--- config.mk ---
export PLATFORM = sky130hd
export DESIGN_NAME = idxwdt_top
export DESIGN_NICKNAME = d
export VERILOG_FILES = /design/src/rtl/idxwdt_pkg.sv /design/src/rtl/idxwdt_regs.sv /design/src/rtl/idxwdt_counter.sv /design/src/rtl/idxwdt_route.sv /design/src/rtl/idxwdt_top.sv
export SDC_FILE = /design/constraint.sdc
export NUM_CORES = 1
export LEC_CHECK = 0
export ABC_AREA = 1
export BUFFER_PORTS_ARGS = -buffer_cell sky130_fd_sc_hd__buf_2
export CORE_AREA = 4 4 100 102
export DETAILED_ROUTE_END_ITERATION = 12
export DIE_AREA = 0 0 104 106
export HOLD_SLACK_MARGIN = 0.08
export PLACE_DENSITY = 0.68
export SYNTH_ARGS = -nofsm -noshare
export SYNTH_HDL_FRONTEND = slang
export SYNTH_HIERARCHICAL = 1
export SYNTH_SLANG_ARGS = --single-unit
--- constraint.sdc ---
create_clock -name clk -period 6.8 [get_ports clk]
set_input_delay 1.02 -clock clk [delete_from_list [all_inputs] [get_ports clk]]
set_output_delay 1.02 -clock clk [all_outputs]
set_load 0.05 [all_outputs]
--- src/rtl/idxwdt_pkg.sv ---
package idxwdt_pkg;

  // register indices seen through the data window
  localparam logic [7:0] IDX_CTRL = 8'h37;
  localparam logic [7:0] IDX_ROUTE = 8'h38;
  localparam logic [7:0] IDX_TMO0 = 8'h39;
  localparam logic [7:0] IDX_SVC = 8'h3C;

  // bit positions
  localparam int CTRL_RUN_BIT = 6;
  localparam int SVC_RELOAD_BIT = 6;
  localparam int SVC_EXPIRED_BIT = 7;

  // routing codes (upper nibble of the routing register)
  localparam logic [3:0] ROUTE_CODE_NMI = 4'hC;
  localparam logic [3:0] ROUTE_CODE_RST = 4'hD;

  typedef enum logic [1:0] {
    DEST_NONE = 2'd0,
    DEST_NMI  = 2'd1,
    DEST_RST  = 2'd2
  } dest_e;

endpackage

--- src/rtl/idxwdt_regs.sv ---
module idxwdt_regs
  import idxwdt_pkg::*;
#(
  parameter int TMR_BYTES = 3
) (
  input  logic                   clk,
  input  logic                   rst_n,
  input  logic                   wr_en,
  input  logic                   rd_en,
  input  logic                   addr,
  input  logic [7:0]             wdata,
  output logic [7:0]             rdata,
  input  logic                   fire_i,
  output logic                   run_o,
  output logic [3:0]             route_code_o,
  output logic [8*TMR_BYTES-1:0] tmo_o,
  output logic                   load_o,
  output logic                   expired_o,
  output logic [7:0]             idx_o
);

  localparam int TMR_W = 8 * TMR_BYTES;

  logic [7:0]       idx_q, idx_d;
  logic [7:0]       ctrl_q, ctrl_d;
  logic [7:0]       route_q, route_d;
  logic [TMR_W-1:0] tmo_q, tmo_d;
  logic [5:0]       svc_lo_q, svc_lo_d;
  logic             expired_q, expired_d;

  logic             wr_idx, wr_dat;
  logic             ctrl_we, route_we, svc_we;
  logic [TMR_BYTES-1:0] tmo_we;
  logic [7:0]       win_data;

  assign wr_idx = wr_en & ~addr;
  assign wr_dat = wr_en & addr;

  // per-byte write enables for the reload value
  for (genvar b = 0; b < TMR_BYTES; b++) begin : g_tmo_we
    localparam logic [7:0] BYTE_IDX = IDX_TMO0 + 8'(b);
    assign tmo_we[b] = wr_dat & (idx_q == BYTE_IDX);
  end

  // next-state logic
  always_comb begin
    ctrl_we  = wr_dat & (idx_q == IDX_CTRL);
    route_we = wr_dat & (idx_q == IDX_ROUTE);
    svc_we   = wr_dat & (idx_q == IDX_SVC);

    idx_d    = wr_idx ? wdata : idx_q;
    ctrl_d   = ctrl_we ? wdata : ctrl_q;
    route_d  = route_we ? wdata : route_q;
    svc_lo_d = svc_we ? wdata[5:0] : svc_lo_q;

    if (fire_i) begin
      expired_d = 1'b1;
    end else if (svc_we && !wdata[SVC_EXPIRED_BIT]) begin
      expired_d = 1'b0;
    end else begin
      expired_d = expired_q;
    end

    for (int b = 0; b < TMR_BYTES; b++) begin
      tmo_d[b*8 +: 8] = tmo_we[b] ? wdata : tmo_q[b*8 +: 8];
    end

    load_o = (ctrl_we & wdata[CTRL_RUN_BIT] & ~ctrl_q[CTRL_RUN_BIT])
           | (svc_we & wdata[SVC_RELOAD_BIT]);
  end

  // data window read mux
  always_comb begin
    win_data = 8'h00;
    if (idx_q == IDX_CTRL) begin
      win_data = ctrl_q;
    end else if (idx_q == IDX_ROUTE) begin
      win_data = route_q;
    end else if (idx_q == IDX_SVC) begin
      win_data = {expired_q, 1'b0, svc_lo_q};
    end
    for (int b = 0; b < TMR_BYTES; b++) begin
      if (idx_q == IDX_TMO0 + 8'(b)) begin
        win_data = tmo_q[b*8 +: 8];
      end
    end
  end

  assign rdata = !rd_en ? 8'h00 : (addr ? win_data : idx_q);

  // state registers
  always_ff @(posedge clk or negedge rst_n) begin
    if (!rst_n) begin
      idx_q     <= '0;
      ctrl_q    <= '0;
      route_q   <= '0;
      tmo_q     <= '0;
      svc_lo_q  <= '0;
      expired_q <= 1'b0;
    end else begin
      idx_q     <= idx_d;
      ctrl_q    <= ctrl_d;
      route_q   <= route_d;
      tmo_q     <= tmo_d;
      svc_lo_q  <= svc_lo_d;
      expired_q <= expired_d;
    end
  end

  assign run_o        = ctrl_q[CTRL_RUN_BIT];
  assign route_code_o = route_q[7:4];
  assign tmo_o        = tmo_q;
  assign expired_o    = expired_q;
  assign idx_o        = idx_q;

endmodule

--- src/rtl/idxwdt_counter.sv ---
module idxwdt_counter #(
  parameter int TMR_W = 24
) (
  input  logic             clk,
  input  logic             rst_n,
  input  logic             run,
  input  logic             tick,
  input  logic             load,
  input  logic [TMR_W-1:0] tmo,
  output logic             fire
);

  logic [TMR_W-1:0] cnt_q, cnt_d;
  logic             armed_q, armed_d;
  logic             fire_q, fire_d;

  // load takes priority over a tick in the same cycle
  always_comb begin
    cnt_d   = cnt_q;
    armed_d = armed_q;
    fire_d  = 1'b0;
    if (load) begin
      cnt_d   = tmo;
      armed_d = 1'b1;
    end else if (run && armed_q && tick) begin
      if (cnt_q == '0) begin
        armed_d = 1'b0;
        fire_d  = 1'b1;
      end else begin
        cnt_d = cnt_q - 1'b1;
      end
    end
  end

  always_ff @(posedge clk or negedge rst_n) begin
    if (!rst_n) begin
      cnt_q   <= '0;
      armed_q <= 1'b0;
      fire_q  <= 1'b0;
    end else begin
      cnt_q   <= cnt_d;
      armed_q <= armed_d;
      fire_q  <= fire_d;
    end
  end

  assign fire = fire_q;

endmodule

--- src/rtl/idxwdt_route.sv ---
module idxwdt_route
  import idxwdt_pkg::*;
(
  input  logic [3:0] code,
  input  logic       fire,
  output logic       rst_pulse,
  output logic       nmi_pulse
);

  dest_e dest;

  always_comb begin
    case (code)
      ROUTE_CODE_NMI: dest = DEST_NMI;
      ROUTE_CODE_RST: dest = DEST_RST;
      default:        dest = DEST_NONE;
    endcase
  end

  assign rst_pulse = fire & (dest == DEST_RST);
  assign nmi_pulse = fire & (dest == DEST_NMI);

endmodule

--- src/rtl/idxwdt_top.sv ---
module idxwdt_top #(
  parameter int TMR_BYTES = 3
) (
  input  logic       clk,
  input  logic       rst_n,
  input  logic       tick_en,
  input  logic       wr_en,
  input  logic       rd_en,
  input  logic       addr,
  input  logic [7:0] wdata,
  output logic [7:0] rdata,
  output logic       rst_pulse,
  output logic       nmi_pulse
);

  localparam int TMR_W = 8 * TMR_BYTES;

  logic [1:0]       rst_sync_q;
  logic             core_rst_n;
  logic             fire_w;
  logic             run_w;
  logic             load_w;
  logic             expired_w;
  logic [3:0]       code_w;
  logic [7:0]       idx_w;
  logic [TMR_W-1:0] tmo_w;

  // asynchronous assert, synchronous release
  always_ff @(posedge clk or negedge rst_n) begin
    if (!rst_n) begin
      rst_sync_q <= 2'b00;
    end else begin
      rst_sync_q <= {rst_sync_q[0], 1'b1};
    end
  end
  assign core_rst_n = rst_sync_q[1];

  idxwdt_regs #(.TMR_BYTES(TMR_BYTES)) regs_i (
    .clk          (clk),
    .rst_n        (core_rst_n),
    .wr_en        (wr_en),
    .rd_en        (rd_en),
    .addr         (addr),
    .wdata        (wdata),
    .rdata        (rdata),
    .fire_i       (fire_w),
    .run_o        (run_w),
    .route_code_o (code_w),
    .tmo_o        (tmo_w),
    .load_o       (load_w),
    .expired_o    (expired_w),
    .idx_o        (idx_w)
  );

  idxwdt_counter #(.TMR_W(TMR_W)) cnt_i (
    .clk   (clk),
    .rst_n (core_rst_n),
    .run   (run_w),
    .tick  (tick_en),
    .load  (load_w),
    .tmo   (tmo_w),
    .fire  (fire_w)
  );

  idxwdt_route route_i (
    .code      (code_w),
    .fire      (fire_w),
    .rst_pulse (rst_pulse),
    .nmi_pulse (nmi_pulse)
  );

endmodule

* Word level (Yosys, flattened, before mapping)
Cells that the tools add are included.
** Operators by class
- Add/sub/neg operators :: 1
- Eq/ne operators :: 11
- Muxes and demuxes :: 20
- Bitwise gates (word level) :: 16
- Reductions and logical operators :: 10
** Operators by type and width (number)
- two-way mux 24 bit :: 3
- two-way mux 8 bit :: 8
- equality test 8 x 6 -> 1 bit (second input constant) :: 6
- logical NOT 24 bit :: 1
- subtractor 24 x 1 -> 24 bit (second input constant) :: 1
- bitwise AND 1 bit :: 13
- equality test 4 bit (second input constant) :: 2
- two-way mux 1 bit :: 8
- nonzero test 2 bit :: 3
- one-hot mux 2 bit (2 select lines) :: 1
- AND reduction 2 bit :: 2
- logical AND 1 bit :: 3
- equality test 2 x 1 -> 1 bit (second input constant) :: 1
- equality test 2 bit (second input constant) :: 1
- inequality test 2 x 1 -> 1 bit (second input constant) :: 1
- inverter 1 bit :: 2
- logical NOT 1 bit :: 1
- OR 1 bit :: 1
** Storage, ports and cells
- Bits in registers :: 83
- Input bits :: 14

* Logic depth before layout (Yosys ltp)
- Depth in word-level cells :: 9
- Mapped depth :: 16
- Mapped depth without buffers :: 14

* Cells and area by module
The synthesis kept the hierarchy.
** Modules (own cells, without submodules)
- idxwdt_regs :: instances 1, cells each 355, area an instance 2827.7 µm², sequential area each 1376.3 µm²
- idxwdt_counter :: instances 1, cells each 314, area an instance 2009.4 µm², sequential area each 650.6 µm²
- idxwdt_top :: instances 1, cells each 3, area an instance 53.8 µm², sequential area each 50.0 µm²
- idxwdt_route :: instances 1, cells each 7, area an instance 32.5 µm², sequential area each 0.0 µm²

* Worst setup path before layout
OpenSTA, ideal clock, no wires.
- Kind :: input to output
- From :: in addr
- To :: out rdata[6]
- Arrival :: 2.147 ns
- Required time :: 5.780 ns
- Path slack :: 3.633 ns
- Stages on the path :: 3
- Buffers on the path :: 1
- Cell sequence :: clkbuf_1 o21ai_0 a21oi_1
** On the way
- Cells in the longest elaborated chain, start to end :: 2
** Ends and longest elaborated chain
- start: declaration :: line idxwdt_top.sv:9 : input logic addr,
- two-way mux 8 bit (2 in series) :: line idxwdt_regs.sv:89 : assign rdata = !rd_en ? 8'h00 : (addr ? win_data : idx_q);
- end: declaration :: line idxwdt_top.sv:11 : output logic [7:0] rdata,
Every way passes these cells.

* Worst setup path in the final report
- From :: in addr
- To :: reg cnt_i.cnt_q[22]
** On the way
- Cells in the longest elaborated chain, start to end :: 7
** Ends and longest elaborated chain
- bitwise AND 1 bit * :: line idxwdt_regs.sv:37 : assign wr_dat = wr_en & addr;
- bitwise AND 1 bit :: line idxwdt_regs.sv:47 : ctrl_we = wr_dat & (idx_q == IDX_CTRL);
- bitwise AND 1 bit (2 in series) :: line idxwdt_regs.sv:68 : load_o = (ctrl_we & wdata[CTRL_RUN_BIT] & ~ctrl_q[CTRL_RUN_BIT])
- OR 1 bit * :: line idxwdt_regs.sv:69 : | (svc_we & wdata[SVC_RELOAD_BIT]);
- named net load_w :: line idxwdt_top.sv:22 : logic load_w;
- inequality test 2 x 1 -> 1 bit (no source line) / nonzero test 2 bit (equally long branches)
- AND reduction 2 bit (no source line)
- end signal: assignment :: line idxwdt_counter.sv:41 : cnt_q <= cnt_d;
- end: declaration :: line idxwdt_counter.sv:13 : logic [TMR_W-1:0] cnt_q, cnt_d;
Mark *: on every way through the listed nets, which the timed path passes. The rest lies on a longest branch.
A chain may end at the register's enable or synchronous reset.

==> out/qor.yml <==
status:
  outcome: "complete, no violations"
timing:
  layout_min_cycle_time_ns: 3.98
  worstMarginPinSlew_ns: 1.15
  fin_worst_skew_ns: 0.0109
  hold_viol: 0
  fmax_mhz: 251
  slew_violations: 0
  relSlewSlack: 0.234
  setup_violations: 0
  rsz0062_at_grt: "false"
  fin_crit_sh: 0.586
  setup_tns_ns: 0
drt:
  drcViolationCount: 0
  drt_iter0_drc: 219
  drtPass1Iterations: 5
  routedWlPerCell_um: 14.8
  drt_wl_total_mm: 11.9
  ant_nets: 0
  vias_per_cell: 5.33
  vias: 4293
hold_path:
  hold_path_end: "rst_sync_q[1]"
  hold_class: "flop to flop"
  hp-start: "rst_sync_q[0]"
  hold_path_depth: 0
synthesis:
  yosys_warnings: 6
  syn-num-nets: 695
  mappedNetlistArea_mm2: 0.00492
  ys_ff_latch: 83
  yosysSeqAreaShare: 0.422
  syn_area_per_cell_um2: 7.25
  syn_inst: 679
  yosysUniqueCellTypes: 40
placed_design:
  routabilityCongestion: 0.909
  dp.cells: 790
  io_buffers: 23
  placed_area_mm2: 0.00500
  hpwl_mm: 8.50
setup_path:
  reg2reg_depth: 12
  critPathBufInv: 3
  crit_arrival_ns: 4.27
  crit_path_max_fanout: 40
  path_cells: "buf_2 > nand2_1 > nor3_4 > nand2_1 > o22ai_2 > inv_1 > nand2_1 > nand2_8 > inv_4 > nor2_1 > a21oi_2"
  rrSetupSlack_ns: 3.19
  reg2reg_to: "cnt_i/cnt_q[22]"
  path_common_cell: "nand2_1"
  critPathLaunchType: "input pin"
  worstSetupEndpointType: "flop"
  r2r-start: "regs_i/idx_o[4]"
  required_ns: 7.09
  cp_slowest_stage_delay_ns: 0.67
  crit_path_top_delay_cell: "inv_1"
  crit_family: "simple AND/OR/NAND/NOR gates"
  criticalPathCategory: "input pin to flop"
power_and_ir_drop:
  power_density_mw_per_mm2: 290
  p_sw_uw: 584
  swShare: 0.385
  pwr-share-comb: 0.304
  clock_power_share: 0.265
  finalPower_uw: 1520
  leakage_uw: 0.00269
  pwr-share-seq: 0.430
  p_int_uw: 931
  ir_worst_vdd_mv: 0.130
clocking:
  cts_buffers: 9
  max-clock-path-buffers: 2
  clockRootBuffer: "clkbuf_8"
  cts_tree: "done"
  cts_resized: 0
  h-tree-depth: 3
  clk_latency_ns: 0.36
  cts.clk_slew.worst_paths_ns: 0.09
  cts_sinks: 83
  hold_buffers: 0
  post-cts-setup-buffers: 0
final_layout:
  seq_area_mm2: 0.00208
  multiInputGateArea_mm2: 0.00237
  fin_area_mm2: 0.00523
  final_cell_mix: "nand2_1 (199), nor2_1 (95), dfrtp_1 (82), inv_1 (74), nand3_1 (55)"
  syn_to_final_growth_pct: 6.25
  diodes: 0
  drive_above_1_share: 0.129
  nFillCells: 880
  layout_commonest_cell: "nand2_1"
  finalNonFillerCells: 806
  fin_nets: 706
  final_core_util: 0.574
die:
  core_mm2: 0.00911
  fp.dieW_um: 104
  rows: 35
  initial_core_util: 0.541
  dieArea_mm2: 0.0110
  io_pins: 24
  die_h_um: 106
grt:
  grt_max_degree: 82
  grt_pass1_vias: 4054
  groute.usage.overall: 0.228
  grt_pass1_wl_mm: 20.1
  antenna_found_initial: 0
  overflow: 0
job:
  maxCapViolCount: 0
[how the worst max path moves through the flow]
| stage | from | to | slack, ns | cells after the start |
|---|---|---|---|---|
| 2_1_floorplan | addr | rdata[6] | 3.63 | 3 |
| 3_3_place_gp | addr | cnt_i/cnt_q[22] | 2.66 | 11 |
| 3_5_place_dp | addr | cnt_i/cnt_q[22] | 2.48 | 11 |
| 4_1_cts | addr | cnt_i/cnt_q[22] | 2.84 | 11 |
| 5_1_grt | addr | cnt_i/cnt_q[22] | 2.48 | 11 |
| 6_report | addr | cnt_i/cnt_q[22] | 2.82 | 11 |
[area by class of cell]
type,count,area share
sequential,83,0.398
clock inverter,5,0.0163
timing repair buffer,23,0.0220
clock buffer,11,0.0270
multi-input combinational,494,0.453
tap,111,0.0265
inverter,79,0.0574
[worst reg2reg max path, delay by kind of cell (launching register included)]
kind,cells,cell delay (ns)
compound gates,2,0.59
buf+inv,3,0.96
flops,1,0.38
simple gates,7,1.63
[power by group through the flow]
stage          clock network [uW]  registers (uW)  logic (uW)
6_report                      402             652         461
5_1_grt                       438             665         529
4_1_cts                       413             652         460
3_5_place_dp                    0             661         458
3_3_place_gp                    0             660         448
2_1_floorplan                   0             634         375
[layer usage]
metal | vias to the layer above | track usage | part of all wire
met5 | - | 0 | 0
li1 | 2177 | - | -
met4 | 0 | 0.0788 | 0.021
met1 | 2012 | 0.320 | 0.47
met3 | 18 | 0.0322 | 0.038
met2 | 86 | 0.364 | 0.47
[cell families (layout without fill, tap and decap cells)]
| logic type | count (synthesis) | count (layout) | synth area share |
|---|---|---|---|
| compound gates | 93 | 93 | 0.114 |
| xor+xnor | 2 | 2 | 0.00356 |
| fa+ha+maj | 2 | 2 | 0.00508 |
| buf+inv | 102 | 118 | 0.0968 |
| flops | 83 | 83 | 0.422 |
| other cells | 1 | 1 | 0.000762 |
| simple gates | 396 | 396 | 0.358 |
[Yosys cell counts (all sizes together)]
| library cell | number | share of area |
|---|---|---|
| nor3 | 3 | 0.0053 |
| o21ai | 75 | 0.088 |
| dfrtp | 83 | 0.42 |
| o21a | 7 | 0.011 |
| and2 | 1 | 0.0013 |
| conb | 1 | 0.00076 |
| nand3 | 60 | 0.069 |
| ha | 2 | 0.0051 |
| buf | 18 | 0.032 |
| clkbuf | 5 | 0.0038 |
| nor4 | 1 | 0.0013 |
| xor2 | 2 | 0.0036 |
| o22ai | 1 | 0.0025 |
| nand2 | 207 | 0.17 |
| nand4 | 14 | 0.018 |
| nor2 | 109 | 0.096 |
| a21boi | 1 | 0.0015 |
| o22a | 1 | 0.0018 |
| a21oi | 8 | 0.0089 |
| nand3b | 1 | 0.0015 |
| inv | 78 | 0.060 |
| clkinv | 1 | 0.0010 |
[stage by stage]
stage	worst slack, ns	hold WS [ns]
after CTS	2.84	0.379
final	2.82	0.368
after global placement	2.66	0.336
after detailed placement	2.48	0.360
after floorplan	3.63	0.331
after global routing	2.48	0.389
[state kept, by name (all words and copies together) (netlist names)]
register          cells
regs_i/route_q        8
cnt_i/fire            1
regs_i/ctrl_q         8
rst_sync_q            2
regs_i/idx_o          8
regs_i/expired_o      1
cnt_i/cnt_q          24
cnt_i/armed_q         1
regs_i/svc_lo_q       6
regs_i/tmo_o         24
No activity file was read; power rests on OpenSTA's default activity.
